**config.mk**
```make
export PLATFORM = sky130hd
export DESIGN_NAME = bridge_sec_status
export DESIGN_NICKNAME = d
export VERILOG_FILES = /design/src/rtl/ssr_pkg.sv /design/src/rtl/ssr_event_qual.sv /design/src/rtl/ssr_sticky_bank.sv /design/src/rtl/bridge_sec_status.sv
export SDC_FILE = /design/constraint.sdc
export NUM_CORES = 1
export LEC_CHECK = 0
export ABC_AREA = 1
export CAP_MARGIN = 20
export CORE_MARGIN = 2
export CORE_UTILIZATION = 20
export CTS_CLUSTER_SIZE = 8
export DETAILED_ROUTE_END_ITERATION = 7
export PLACE_DENSITY = 0.81
export SETUP_SLACK_MARGIN = 0.5
export SYNTH_ARGS = -nofsm -noshare
export SYNTH_HDL_FRONTEND = slang
export SYNTH_SLANG_ARGS = --single-unit
```
**constraint.sdc**
```tcl
create_clock -name clk -period 0.8 [get_ports clk]
set_input_delay 0.08 -clock clk [delete_from_list [all_inputs] [get_ports clk]]
set_output_delay 0.08 -clock clk [all_outputs]
set_load 0.05 [all_outputs]
```
**src/rtl/ssr_pkg.sv**
```systemverilog
// Package: shared constants for the bridge secondary status register.
// Bit positions are fixed because software decodes them.
package ssr_pkg;
    localparam int REG_W    = 16;
    localparam int BYTE_W   = 8;
    localparam int NBYTES   = REG_W / BYTE_W;
    localparam int BIT_PAR  = 15;
    localparam int BIT_SERR = 14;
    localparam int BIT_MABT = 13;
    localparam int BIT_TABT = 12;
    localparam int BIT_DPAR = 8;
    localparam logic [REG_W-1:0] STICKY_MASK = (REG_W'(1) << BIT_PAR)  |
                                               (REG_W'(1) << BIT_SERR) |
                                               (REG_W'(1) << BIT_MABT) |
                                               (REG_W'(1) << BIT_TABT) |
                                               (REG_W'(1) << BIT_DPAR);
    // Constant capability bits: medium select timing (10:9 = 01), fast back-to-back (7).
    localparam logic [REG_W-1:0] FIXED_VAL = 16'h0280;
endpackage

```
**src/rtl/ssr_event_qual.sv**
```systemverilog
// Module: ssr_event_qual
// Turns the raw event strobes into a per-bit set vector for the sticky bank.
// It also produces the primary-side target-abort request.
// Assumes each strobe is high for one cycle per event. Purely combinational.
module ssr_event_qual
    import ssr_pkg::*;
(
    input  logic             clk,
    input  logic             rst_n,
    input  logic             ev_bus_parity,
    input  logic             ev_serr_rcvd,
    input  logic             ev_master_abort,
    input  logic             ev_target_abort,
    input  logic             ev_perr_seen,
    input  logic             ev_int_read_perr,
    input  logic             master_internal,
    input  logic             cycle_is_write,
    input  logic             perr_resp_en,
    input  logic             cmpl_required,
    output logic [REG_W-1:0] set_vec,
    output logic             pri_req
);
    logic write_perr_hit;

    // Qualified write-side PERR# condition for the data-parity bit.
    always_comb begin
        write_perr_hit = ev_perr_seen & perr_resp_en & master_internal & cycle_is_write;
    end

    // Map each event to its bit position.
    always_comb begin
        set_vec           = '0;
        set_vec[BIT_PAR]  = ev_bus_parity;
        set_vec[BIT_SERR] = ev_serr_rcvd;
        set_vec[BIT_MABT] = ev_master_abort;
        set_vec[BIT_TABT] = ev_target_abort;
        set_vec[BIT_DPAR] = write_perr_hit | ev_int_read_perr;
    end

    // Completion-required target abort raises the upstream request in the same cycle.
    always_comb begin
        pri_req = ev_target_abort & cmpl_required;
    end


    pri_req_needs_abort_chk: assert property (@(posedge clk) disable iff (!rst_n)
        pri_req |-> (ev_target_abort && cmpl_required));


    dpar_set_has_cause_chk: assert property (@(posedge clk) disable iff (!rst_n)
        set_vec[BIT_DPAR] |-> (ev_int_read_perr || ev_perr_seen));
endmodule

```
**src/rtl/ssr_sticky_bank.sv**
```systemverilog
// Module: ssr_sticky_bank
// A row of write-one-to-clear flops, one for each position set in MASK. Positions
// outside MASK are constant 0. Byte enables gate the clear by byte lane.
// A set in the same cycle as a clear wins, so no event is lost.
module ssr_sticky_bank #(
    parameter int               W     = 16,
    parameter int               LANE  = 8,
    parameter logic [W-1:0]     MASK  = '0,
    localparam int              LANES = W / LANE
) (
    input  logic             clk,
    input  logic             rst_n,
    input  logic [W-1:0]     set_vec,
    input  logic             wr_en,
    input  logic [LANES-1:0] wr_be,
    input  logic [W-1:0]     wr_data,
    output logic [W-1:0]     q
);
    logic [W-1:0] clr_vec;

    // Expand byte enables to a per-bit clear vector.
    for (genvar b = 0; b < LANES; b++) begin : g_lane
        always_comb begin
            clr_vec[b*LANE +: LANE] = wr_data[b*LANE +: LANE] & {LANE{wr_en & wr_be[b]}};
        end
    end

    for (genvar i = 0; i < W; i++) begin : g_bit
        if (MASK[i]) begin : g_sticky
            // Hold, clear on write-one, set on event with priority over clear.
            always_ff @(posedge clk) begin
                if (!rst_n)          q[i] <= 1'b0;
                else if (set_vec[i]) q[i] <= 1'b1;
                else if (clr_vec[i]) q[i] <= 1'b0;
            end


            set_wins_chk: assert property (@(posedge clk) disable iff (!rst_n)
                set_vec[i] |=> q[i]);


            clear_takes_chk: assert property (@(posedge clk) disable iff (!rst_n)
                (clr_vec[i] && !set_vec[i]) |=> !q[i]);


            hold_chk: assert property (@(posedge clk) disable iff (!rst_n)
                (!clr_vec[i] && !set_vec[i]) |=> $stable(q[i]));
        end else begin : g_const
            always_comb q[i] = 1'b0;
        end
    end
endmodule

```
**src/rtl/bridge_sec_status.sv**
```systemverilog
// Module: bridge_sec_status
// Secondary-side status register of a hub-to-PCI bridge. It joins the event
// qualifier, the sticky bank and the constant capability bits into one read value.
// Assumes strobes last one cycle and the write port is a single-cycle strobe.
module bridge_sec_status
    import ssr_pkg::*;
(
    input  logic              clk,
    input  logic              rst_n,
    input  logic              ev_bus_parity,
    input  logic              ev_serr_rcvd,
    input  logic              ev_master_abort,
    input  logic              ev_target_abort,
    input  logic              ev_perr_seen,
    input  logic              ev_int_read_perr,
    input  logic              master_internal,
    input  logic              cycle_is_write,
    input  logic              perr_resp_en,
    input  logic              cmpl_required,
    input  logic              wr_en,
    input  logic [NBYTES-1:0] wr_be,
    input  logic [REG_W-1:0]  wr_data,
    output logic [REG_W-1:0]  rd_data,
    output logic              pri_tabort_req
);
    logic [REG_W-1:0] set_vec;
    logic [REG_W-1:0] sticky_q;

    ssr_event_qual u_qual (
        .clk              (clk),
        .rst_n            (rst_n),
        .ev_bus_parity    (ev_bus_parity),
        .ev_serr_rcvd     (ev_serr_rcvd),
        .ev_master_abort  (ev_master_abort),
        .ev_target_abort  (ev_target_abort),
        .ev_perr_seen     (ev_perr_seen),
        .ev_int_read_perr (ev_int_read_perr),
        .master_internal  (master_internal),
        .cycle_is_write   (cycle_is_write),
        .perr_resp_en     (perr_resp_en),
        .cmpl_required    (cmpl_required),
        .set_vec          (set_vec),
        .pri_req          (pri_tabort_req)
    );

    ssr_sticky_bank #(
        .W    (REG_W),
        .LANE (BYTE_W),
        .MASK (STICKY_MASK)
    ) u_bank (
        .clk     (clk),
        .rst_n   (rst_n),
        .set_vec (set_vec),
        .wr_en   (wr_en),
        .wr_be   (wr_be),
        .wr_data (wr_data),
        .q       (sticky_q)
    );

    // Merge the sticky bits with the constant capability field.
    always_comb begin
        rd_data = sticky_q | FIXED_VAL;
    end


    pri_req_marks_bit_chk: assert property (@(posedge clk) disable iff (!rst_n)
        pri_tabort_req |=> rd_data[BIT_TABT]);


    tabort_rise_cause_chk: assert property (@(posedge clk) disable iff (!rst_n)
        $rose(rd_data[BIT_TABT]) |-> $past(ev_target_abort));
endmodule

```
# Word-level counts from Yosys, hierarchy flattened
# Cells that the tools add are included.
# totals
out_inout_bits	17
word_cells	27
register_bits	5
# op_classes
n_reduce_logical	5
n_bitwise	7
muxes	10
# ops
op	n
2-to-1 mux 1 bit	10
nonzero test 2 bit	5
AND 8 bit	1
AND 1 bit	5
OR 1 bit	1

# Logic depth before layout (Yosys ltp)
# Gate-level depths: netlist (run 1).
# depth
word_depth	5
ltp_mapped	4
ltp_nobuf	4

# Cells and area by module
# From an unflattened synthesis (run 1), not the netlist that was laid out.
# unflattened
cells_unflattened	63
area_unflattened_um2	436.7
# by_module_without_submodules
mod	area_per_inst_um2	cells_each	instances
ssr_sticky_bank	277.8	38	1
ssr_event_qual	140.1	22	1
bridge_sec_status	18.8	3	1

# Worst setup path before layout (run 1)
# No wires, ideal clock.
# synth_path
path_type	reg-to-reg
start	register, netlist name u_bank.q[8]
end	register u_bank.q[8]
t_required_ns	0.730
t_arrival_ns	0.831
period_less_slack_ns	0.900
setup_ns	0.070
path_stages_with_launch	3
slack_ns	-0.100
path_cell_list	dfxtp_1 > nand2_1 > a21oi_1
# synth_lines
element	line	source
to (signal, indexed assignment)	ssr_sticky_bank.sv:32	if (!rst_n) q[i] <= 1'b0;
to (signal, indexed assignment)	ssr_sticky_bank.sv:33	else if (set_vec[i]) q[i] <= 1'b1;
to (signal, indexed assignment)	ssr_sticky_bank.sv:34	else if (clr_vec[i]) q[i] <= 1'b0;
to (decl)	ssr_sticky_bank.sv:17	output logic [W-1:0] q

# Final worst setup path (run 1)
# layout_path
start	register u_bank.q[8]
end	output rd_data[8]
# layout_lines
element	line	source
to (decl)	bridge_sec_status.sv:23	output logic [REG_W-1:0] rd_data,
# No word-level cell between the ends.

==> qor.tcl, run 1 <==
set qor(status) {complete, but fails checks}
set qor(violated_checks) {negative setup slack}
set qor(io_count) 48
set qor(portbufs) 24
set qor(critical_path.top_delay_family) {flip-flops}
set qor(floorplan.initialDensity_pct) 21.7
set qor(peakVddDrop_mv) 0.867
set qor(dp_worst_setup_slack_ps) -276
set qor(area_growth_syn_to_layout_pct) 136
set qor(number_of_enable_type_register_cells_in_the_synthesized_netlist) 0
set qor(antenna_violations_before_repair) 0
set qor(postRouteWirelength_um) 895
set qor(syn-instance-count) 40
set qor(die_area_sq_um) 1740
set qor(avgSynthCellArea_sq_um) 7.13
set qor(power_leakage_nw) 0.297
set qor(finalCriticalPeriod_ps) 816
set qor(layout_top_registers) {u_bank.q x5}
set qor(clkLatencyLatePin_ps) 240
set qor(holdBufCountCts) 0
set qor(min_period_over_period_pct) 102
set qor(grt_usage_pct) 11.7
set qor(worst_path_max_delay_cell) {sky130_fd_sc_hd__dfxtp_4}
set qor(slew_violations) 0
set qor(synth_top_cell_area_share_pct) 35.1
set qor(path_cells) {buf_12}
set qor(fin_ws_ps) -15.8
set qor(grt_setup_unrepaired) {yes}
set qor(yosysMostFrequentCell) {sky130_fd_sc_hd__buf_4}
set qor(cp_num_buf_inv) 1
set qor(synth-warning-count) 0
set qor(grt_max_degree) 6
set qor(finalSetupViolations) 5
set qor(final_net_count) 102
set qor(number_of_global_route_vias_before_repair) 349
set qor(yosysTopAreaCell) {sky130_fd_sc_hd__dfxtp_1}
set qor(highest_clock_rate_ghz) 1.23
set qor(largest_register_ffs) 5
set qor(antenna_cells_inserted) 0
set qor(synth_flop_cell) {sky130_fd_sc_hd__dfxtp_1}
set qor(required_ps) 720
set qor(postSynthRegisterBits) 5
set qor(max_cap_violations) 0
set qor(detail_route.wl_per_cell_um) 10.5
set qor(first_iter_violations) 6
set qor(drc) 0
set qor(drtPass1Iterations) 4
set qor(ys_async_sr_fraction_pct) 0
set qor(cts.sinks) 5
set qor(floorplan.die.height_um) 41.8
set qor(number_of_antenna_violating_nets_in_the_routed_design) 0
set qor(registers.top_by_ff_count) {u_bank.q}
set qor(crit_path_start_kind) {register}
set qor(std_cell_rows) 13
set qor(finalHoldViolCount) 0
set qor(post-route-util_pct) 51.0
set qor(synthDistinctLibCells) 8
set qor(synth.top_cells.by_area) {sky130_fd_sc_hd__dfxtp_1 (35%), sky130_fd_sc_hd__buf_4 (29%), sky130_fd_sc_hd__a21oi_1 (8.8%)}
set qor(clock_skew_ps) 0
set qor(dp_hpwl_um) 757
set qor(critPathMaxFanout) 2
set qor(htree_num_levels) 1
set qor(worst-setup-path-type) {register to output port}
set qor(grt_first_pass_wirelength_um) 1430
set qor(holdCritPathClass) {primary input to register}
set qor(gr-total-overflow) 0
set qor(globalplace.congestion) 0.626
set qor(via_total_after_detailed_routing) 349
set qor(cts_buffers) 3
set qor(power.density_nw_per_um2) 1520
set qor(critical_path_arrival_ps) 740
set qor(ys_seq_area_share_pct) 35.1
set qor(synthesized_area_sq_um) 285
set qor(ctsRootBufferMaster) {sky130_fd_sc_hd__clkbuf_4}
set qor(tritoncts_clock_tree) {built}
set qor(synth.top_cells.by_count) {sky130_fd_sc_hd__buf_4 (11), sky130_fd_sc_hd__nor2_1 (6), sky130_fd_sc_hd__a21oi_1 (5), sky130_fd_sc_hd__dfxtp_1 (5), sky130_fd_sc_hd__nand3_1 (5)}
set qor(post_drt_via_cell_ratio) 4.11
set qor(core_sq_um) 1320
set qor(bufs_on_longest_clock_path) 2
set qor(die-width_um) 41.8
set qor(clk_transition_reported_paths_ps) 50
set qor(cp-end-kind) {output port}
set qor(drive_gt1_share_pct) 41.4
set qor(critical-path-max-stage-delay_ps) 350
metal layers:
| layer | share of wire (%) | up-vias | wire length, um | global-route usage (%) |
|---|---|---|---|---|
| li1 | - | 164 | - | - |
| met1 | 27 | 166 | 245 | 8.81 |
| met2 | 61 | 17 | 544 | 22.2 |
| met3 | 10 | 2 | 93 | 7.39 |
| met4 | 1.3 | 0 | 12 | 5.81 |
| met5 | 0 | - | 0 | 0 |
worst paths after layout:
check	slack, ps	start	depth (start not counted)	end
max	-20	u_bank.q[8]	1	rd_data[8]
min	90	ev_target_abort	3	u_bank.q[12]
max reg2reg	60	u_bank.q[12]	3	u_bank.q[12]
min reg2reg	480	u_bank.q[8]	2	u_bank.q[8]
power by group:
part | switching, W | internal [W]
clock | 0.000106 | 0.000189
combinational | 0.000255 | 0.000186
sequential | 0.0000195 | 0.000266
through the flow:
stage	power [W]	cells	hold slack, ps	area (sq um)	setup TNS [ps]
finish	0.00102	85	91.4	672	-48.9
global route	0.00107	85	102	672	-159
CTS	0.00103	85	92.5	659	-85.3
detailed placement	0.000716	77	491	609	-1500
global placement	0.000710	77	474	609	-1320
floorplan	0.000550	49	190	373	0
cell families (layout without fill, tap and decap cells):
kind of cell,Yosys count,in the layout,synth area share [%]
compound gates,5,5,8.77
buf+inv,13,34,31.6
flops,5,5,35.1
other cells,2,11,2.63
simple gates,15,15,21.9
cells in the final DEF (no fill, tap or decap):
cell and n:
sky130_fd_sc_hd__conb_1 11, sky130_fd_sc_hd__clkdlybuf4s50_1 9, sky130_fd_sc_hd__dlygate4sd2_1 7, sky130_fd_sc_hd__buf_12 6
sky130_fd_sc_hd__nand3_1 5, sky130_fd_sc_hd__a21oi_2 5, sky130_fd_sc_hd__nor2_1 5, sky130_fd_sc_hd__dfxtp_4 5
sky130_fd_sc_hd__buf_4 4, sky130_fd_sc_hd__clkbuf_4 3, sky130_fd_sc_hd__nand2_1 2, sky130_fd_sc_hd__nand2_8 1
sky130_fd_sc_hd__clkinvlp_4 1, sky130_fd_sc_hd__inv_1 1, sky130_fd_sc_hd__nor2_2 1, sky130_fd_sc_hd__nand2_2 1
sky130_fd_sc_hd__clkbuf_1 1, sky130_fd_sc_hd__buf_8 1, sky130_fd_sc_hd__buf_6 1
final cells by class:
class / instances / area (sq um)
Tap cell: 15 / 18.8
Sequential cell: 5 / 119
Multi-Input combinational cell: 31 / 169
Clock buffer: 4 / 26.3
Timing Repair Buffer: 28 / 328
Fill cell: 134 / 646
Inverter: 2 / 11.3
what timing repair did:
| item | 4_1_cts | 5_1_grt |
|---|---|---|
| setup buffers | 4 | 0 |
| resized for setup | 19 | 4 |
| pin swaps | 5 | 1 |
| endpoints found under the setup margin | 11 | 11 |
Power figures use the tool's default switching activity.
==> run 2: changes to the inputs <==
==> constraint.sdc (replaced) <==
create_clock -name clk -period 0.8 [get_ports clk]
set_input_delay 0.08 -clock clk [delete_from_list [all_inputs] [get_ports clk]]
set_output_delay 0.08 -clock clk [all_outputs]
set_load 0.01 [all_outputs]
==> qor.tcl, run 2 (same netlist as run 1, synthesis figures left out) <==
set qor(status) {completed} ;# was complete, but fails checks
set qor(clock_skew_ps) 0 ;# unchanged
set qor(finalHoldViolCount) 0 ;# unchanged
set qor(cp-end-kind) {output port} ;# unchanged
set qor(area_growth_syn_to_layout_pct) 104 ;# was 136%
set qor(number_of_global_route_vias_before_repair) 334 ;# was 349
set qor(slew_violations) 0 ;# unchanged
set qor(registers.top_by_ff_count) {u_bank.q} ;# unchanged
set qor(detail_route.wl_per_cell_um) 9.68 ;# was 10.5 um
set qor(io_count) 48 ;# unchanged
set qor(globalplace.congestion) 0.631 ;# was 0.626
set qor(critical-path-max-stage-delay_ps) 320 ;# was 350 ps
set qor(holdBufCountCts) 0 ;# unchanged
set qor(drtPass1Iterations) 2 ;# was 4
set qor(final_net_count) 102 ;# unchanged
set qor(crit_path_start_kind) {register} ;# unchanged
set qor(antenna_cells_inserted) 0 ;# unchanged
set qor(required_ps) 720 ;# about the same
set qor(number_of_antenna_violating_nets_in_the_routed_design) 0 ;# unchanged
set qor(grt_setup_unrepaired) {yes} ;# unchanged
set qor(power.density_nw_per_um2) 1380 ;# was 1520 nW/um^2
set qor(dp_hpwl_um) 695 ;# was 757 um
set qor(cp_num_buf_inv) 1 ;# unchanged
set qor(min_period_over_period_pct) 94.5 ;# was 102%
set qor(portbufs) 24 ;# unchanged
set qor(critical_path.top_delay_family) {flip-flops} ;# unchanged
set qor(grt_usage_pct) 10.3 ;# was 11.7%
set qor(path_cells) {buf_6} ;# was buf_12
set qor(bufs_on_longest_clock_path) 2 ;# unchanged
set qor(critPathMaxFanout) 2 ;# unchanged
set qor(holdCritPathClass) {primary input to register} ;# unchanged
set qor(layout.cells.most_common_list) {sky130_fd_sc_hd__conb_1 (11), sky130_fd_sc_hd__clkdlybuf4s50_1 (9), sky130_fd_sc_hd__buf_6 (8)} ;# was sky130_fd_sc_hd__conb_1 (11), sky130_fd_sc_hd__clkdlybuf4s50_1 (9), sky130_fd_sc_hd__dlygate4sd2_1 (7)
set qor(post_drt_via_cell_ratio) 4.05 ;# was 4.11
set qor(tritoncts_clock_tree) {built} ;# unchanged
set qor(cts_buffers) 3 ;# unchanged
set qor(floorplan.die.height_um) 41.8 ;# unchanged
set qor(floorplan.initialDensity_pct) 21.7 ;# unchanged
set qor(htree_num_levels) 1 ;# unchanged
set qor(post_layout_nonfiller_instances) 85 ;# unchanged
set qor(dp_worst_setup_slack_ps) -462 ;# was -276 ps
set qor(peakVddDrop_mv) 0.871 ;# was 0.867 mV
set qor(core_sq_um) 1320 ;# unchanged
set qor(place.detailed.instances) 81 ;# was 77
set qor(largest_register_ffs) 5 ;# unchanged
set qor(mostFrequentLayoutCell) {sky130_fd_sc_hd__conb_1} ;# unchanged
set qor(via_total_after_detailed_routing) 344 ;# was 349
set qor(gr-total-overflow) 0 ;# unchanged
set qor(grt_max_degree) 6 ;# unchanged
set qor(grt_first_pass_wirelength_um) 1370 ;# was 1430 um
set qor(die-width_um) 41.8 ;# unchanged
set qor(clkLatencyLatePin_ps) 240 ;# about the same
set qor(postRouteWirelength_um) 823 ;# was 895 um
set qor(worst-setup-path-type) {register to output port} ;# unchanged
set qor(cts.sinks) 5 ;# unchanged
set qor(layout_top_registers) {u_bank.q x5} ;# unchanged
set qor(highest_clock_rate_ghz) 1.32 ;# was 1.23 GHz
set qor(fin_ws_ps) 43.9 ;# was -15.8 ps
set qor(finalSetupViolations) 0 ;# was 5
set qor(die_area_sq_um) 1740 ;# unchanged
set qor(fin_total_pwr_w) 0.000803 ;# was 0.00102 W
set qor(drive_gt1_share_pct) 40.0 ;# was 41.4%
set qor(critical_path_arrival_ps) 680 ;# was 740 ps
set qor(first_iter_violations) 1 ;# was 6
set qor(finalCriticalPeriod_ps) 756 ;# was 816 ps
set qor(antenna_violations_before_repair) 0 ;# unchanged
set qor(clk_transition_reported_paths_ps) 40 ;# was 50 ps
set qor(drc) 0 ;# unchanged
set qor(worst_path_max_delay_cell) {sky130_fd_sc_hd__dfxtp_2} ;# was sky130_fd_sc_hd__dfxtp_4
set qor(power_leakage_nw) 0.281 ;# was 0.297 nW
set qor(std_cell_rows) 13 ;# unchanged
set qor(ctsRootBufferMaster) {sky130_fd_sc_hd__clkbuf_4} ;# unchanged
set qor(max_cap_violations) 0 ;# unchanged
-- run 2: what timing repair did --
action	in CTS	in global routing
pin swaps	7	4
gates resized for setup	39	10
buffers inserted	0	0
endpoints found under the setup margin	11	11
-- run 2: area by class of cell --
type                       count  area (sq um)
multi-input combinational     31           153
inverter                       2          7.51
timing repair buffer          28           269
sequential                     5           106
tap                           15          18.8
clock buffer                   4          26.3
fill                         140           737
-- run 2: final timing paths --
| path | startpoint | to | slack (ps) | depth (start not counted) |
|---|---|---|---|---|
| setup reg to reg | u_bank.q[14] | u_bank.q[14] | 80 | 3 |
| hold reg to reg | u_bank.q[8] | u_bank.q[8] | 470 | 2 |
| hold / removal | ev_target_abort | u_bank.q[12] | 130 | 4 |
| setup / recovery | u_bank.q[13] | rd_data[13] | 40 | 1 |
-- run 2: power breakdown --
group / switching [W] / leakage, nW / internal (W) / total, W
clock: 0.000100 / 0.0150 / 0.000188 / 0.000288
sequential: 0.0000141 / 0.0429 / 0.000273 / 0.000287
combinational: 0.0000911 / 0.223 / 0.000137 / 0.000228
total: 0.000205 / 0.281 / 0.000598 / 0.000803
-- run 2: per-layer routing --
layer | GRT usage, % | routed length [um] | up-vias
met4 | 1.94 | 0 | 0
met1 | 8.83 | 238 | 159
li1 | - | - | 164
met3 | 7.83 | 110 | 0
met5 | 0 | 0 | -
met2 | 18.8 | 475 | 21
-- run 2: per-stage QoR --
step / hold WS (ps) / TNS, ps / area, sq um / util, %
6_report: 132 / 0 / 581 / 44.1
3_3_place_gp: 437 / -2230 / 547 / 41.5
4_1_cts: 237 / 0 / 563 / 42.7
5_1_grt: 148 / 0 / 581 / 44.1
2_1_floorplan: 191 / 0 / 340 / -
3_5_place_dp: 450 / -2340 / 547 / 41.5
==> run 3: changes to the inputs <==
CORE_MARGIN = unset   (was 2)
HOLD_SLACK_MARGIN = 0.03   (was unset)
==> qor.tcl, run 3 (same netlist as run 1, synthesis figures left out) <==
set qor(pwr-share-comb_pct) 29.5 ;# was 28.4%
set qor(mostFrequentLayoutCell) {sky130_fd_sc_hd__conb_1} ;# unchanged
set qor(finalSetupViolations) 0 ;# unchanged
set qor(worst_path_max_delay_cell) {sky130_fd_sc_hd__dfxtp_2} ;# unchanged
set qor(path_cells) {buf_6} ;# unchanged
set qor(placed_area_sq_um) 532 ;# was 547 sq um
set qor(portbufs) 24 ;# unchanged
set qor(postRouteWirelength_um) 750 ;# was 823 um
set qor(antenna_cells_inserted) 0 ;# unchanged
set qor(gr-total-overflow) 0 ;# unchanged
set qor(post_drt_via_cell_ratio) 3.78 ;# was 4.05
set qor(worst-setup-path-type) {register to output port} ;# unchanged
set qor(power.density_nw_per_um2) 1360 ;# was 1380 nW/um^2
set qor(area_growth_syn_to_layout_pct) 113 ;# was 104%
set qor(max_cap_violations) 0 ;# unchanged
set qor(cp_num_buf_inv) 1 ;# unchanged
set qor(number_of_antenna_violating_nets_in_the_routed_design) 0 ;# unchanged
set qor(power_frac_seq_pct) 34.7 ;# was 35.7%
set qor(die_area_sq_um) 1580 ;# was 1740 sq um
set qor(power.internal_w) 0.000610 ;# was 0.000598 W
set qor(core_sq_um) 1320 ;# unchanged
set qor(filler_cell_count) 146 ;# was 140
set qor(layout.cells.most_common_list) {sky130_fd_sc_hd__conb_1 (11), sky130_fd_sc_hd__buf_6 (9), sky130_fd_sc_hd__clkdlybuf4s50_1 (9)} ;# was sky130_fd_sc_hd__conb_1 (11), sky130_fd_sc_hd__clkdlybuf4s50_1 (9), sky130_fd_sc_hd__buf_6 (8)
set qor(drive_gt1_share_pct) 41.7 ;# was 40.0%
set qor(std_cell_rows) 13 ;# unchanged
set qor(drtPass1Iterations) 2 ;# unchanged
set qor(sequential_cell_area_sq_um) 106 ;# unchanged
set qor(grt_usage_pct) 9.84 ;# was 10.3%
set qor(cts.sinks) 5 ;# unchanged
set qor(final.setup.tns_ps) 0 ;# unchanged
set qor(final_net_count) 104 ;# was 102
set qor(power_leakage_nw) 0.294 ;# was 0.281 nW
set qor(clkLatencyLatePin_ps) 240 ;# about the same
set qor(registers.top_by_ff_count) {u_bank.q} ;# unchanged
set qor(slew_violations) 0 ;# unchanged
set qor(holdCritPathClass) {primary input to register} ;# unchanged
set qor(dp_hpwl_um) 587 ;# was 695 um
set qor(bufs_on_longest_clock_path) 2 ;# unchanged
set qor(clock_skew_ps) 0 ;# unchanged
set qor(cts_buffers) 3 ;# unchanged
set qor(htree_num_levels) 1 ;# unchanged
set qor(critical_path_arrival_ps) 680 ;# about the same
set qor(tritoncts_clock_tree) {built} ;# unchanged
set qor(drc) 0 ;# unchanged
set qor(grt_first_pass_wirelength_um) 938 ;# was 1370 um
set qor(dp_worst_setup_slack_ps) -476 ;# was -462 ps
set qor(critical-path-max-stage-delay_ps) 340 ;# was 320 ps
set qor(number_of_global_route_vias_before_repair) 255 ;# was 334
set qor(critPathMaxFanout) 2 ;# unchanged
set qor(min_period_over_period_pct) 94.9 ;# was 94.5%
set qor(post_layout_nonfiller_instances) 87 ;# was 85
set qor(grt_max_degree) 6 ;# unchanged
set qor(highest_clock_rate_ghz) 1.32 ;# about the same
set qor(critical_path.top_delay_family) {flip-flops} ;# unchanged
set qor(io_count) 48 ;# unchanged
set qor(antenna_violations_before_repair) 0 ;# unchanged
set qor(die-width_um) 39.8 ;# was 41.8 um
set qor(peakVddDrop_mv) 0.464 ;# was 0.871 mV
set qor(ctsRootBufferMaster) {sky130_fd_sc_hd__clkbuf_4} ;# unchanged
set qor(stdcell_area_sq_um) 607 ;# was 581 sq um
set qor(globalplace.congestion) 0.585 ;# was 0.631
set qor(clk_transition_reported_paths_ps) 50 ;# was 40 ps
set qor(largest_register_ffs) 5 ;# unchanged
set qor(first_iter_violations) 1 ;# unchanged
set qor(via_total_after_detailed_routing) 329 ;# was 344
set qor(place.detailed.instances) 79 ;# was 81
set qor(cp-end-kind) {output port} ;# unchanged
set qor(holdWs_ps) 126 ;# was 132 ps
set qor(grt_setup_unrepaired) {yes} ;# unchanged
set qor(layout_top_registers) {u_bank.q x5} ;# unchanged
set qor(multi_input_comb_area_sq_um) 158 ;# was 153 sq um
set qor(floorplan.die.height_um) 39.8 ;# was 41.8 um
set qor(required_ps) 720 ;# about the same
set qor(total_switching_power_w) 0.000215 ;# was 0.000205 W
set qor(fin_ws_ps) 40.9 ;# was 43.9 ps
set qor(floorplan.initialDensity_pct) 21.7 ;# unchanged
set qor(crit_path_start_kind) {register} ;# unchanged
set qor(finalCriticalPeriod_ps) 759 ;# was 756 ps
set qor(status) {completed} ;# unchanged
set qor(power.share.switching_pct) 26.1 ;# was 25.5%
set qor(finalHoldViolCount) 0 ;# unchanged
set qor(detail_route.wl_per_cell_um) 8.62 ;# was 9.68 um
set qor(p_clk_share_pct) 35.8 ;# was 35.9%
[run 3: changes by cell type in the layout (fill, tap and decap cells not counted)]
cell	delta
sky130_fd_sc_hd__nand2_2	-1
sky130_fd_sc_hd__buf_4	+2
sky130_fd_sc_hd__buf_6	+1
sky130_fd_sc_hd__buf_2	-1
sky130_fd_sc_hd__nand2_4	+1
[run 3: per-layer routing]
layer,global-route usage [%],share of wire (%)
met5,0,0
met4,7.76,1.1
met3,5.11,13
met2,15.6,52
met1,9.40,33
[run 3: cell type report]
| type | instances | area share (%) |
|---|---|---|
| well taps | 15 | 3.09 |
| flip-flops and latches | 5 | 17.5 |
| multi-input cells | 31 | 26.0 |
| inverters | 2 | 1.24 |
| repair buffers | 30 | 47.8 |
| clock buffers | 4 | 4.33 |
[run 3: power groups by stage]
stage	clock [W]	combinational [W]	sequential (W)
5_1_grt	0.000325	0.000266	0.000288
6_report	0.000295	0.000243	0.000287
2_1_floorplan	0	0.0000982	0.000297
4_1_cts	0.000305	0.000219	0.000285
3_3_place_gp	0	0.000215	0.000287
3_5_place_dp	0	0.000219	0.000288
[run 3: repair_timing]
item / in CTS / in global routing
buffers inserted: 3 / 1
gates resized for setup: 38 / 13
endpoints found under the setup margin: 11 / 11
pin swaps: 7 / 3
hold buffers: 0 / 0
[run 3: through the flow]
step           total power, W  utilization [%]
6_report             0.000825             46.1
5_1_grt              0.000878             46.1
4_1_cts              0.000810             43.3
3_5_place_dp         0.000506             40.4
3_3_place_gp         0.000503             40.4
2_1_floorplan        0.000395                -
[run 3: worst paths after layout]
path | start | to | slack (ps) | cells past startpoint
max | u_bank.q[8] | rd_data[8] | 40 | 1
min | ev_target_abort | u_bank.q[12] | 130 | 4
max reg2reg | u_bank.q[13] | u_bank.q[13] | 90 | 3
min reg2reg | u_bank.q[8] | u_bank.q[8] | 560 | 3
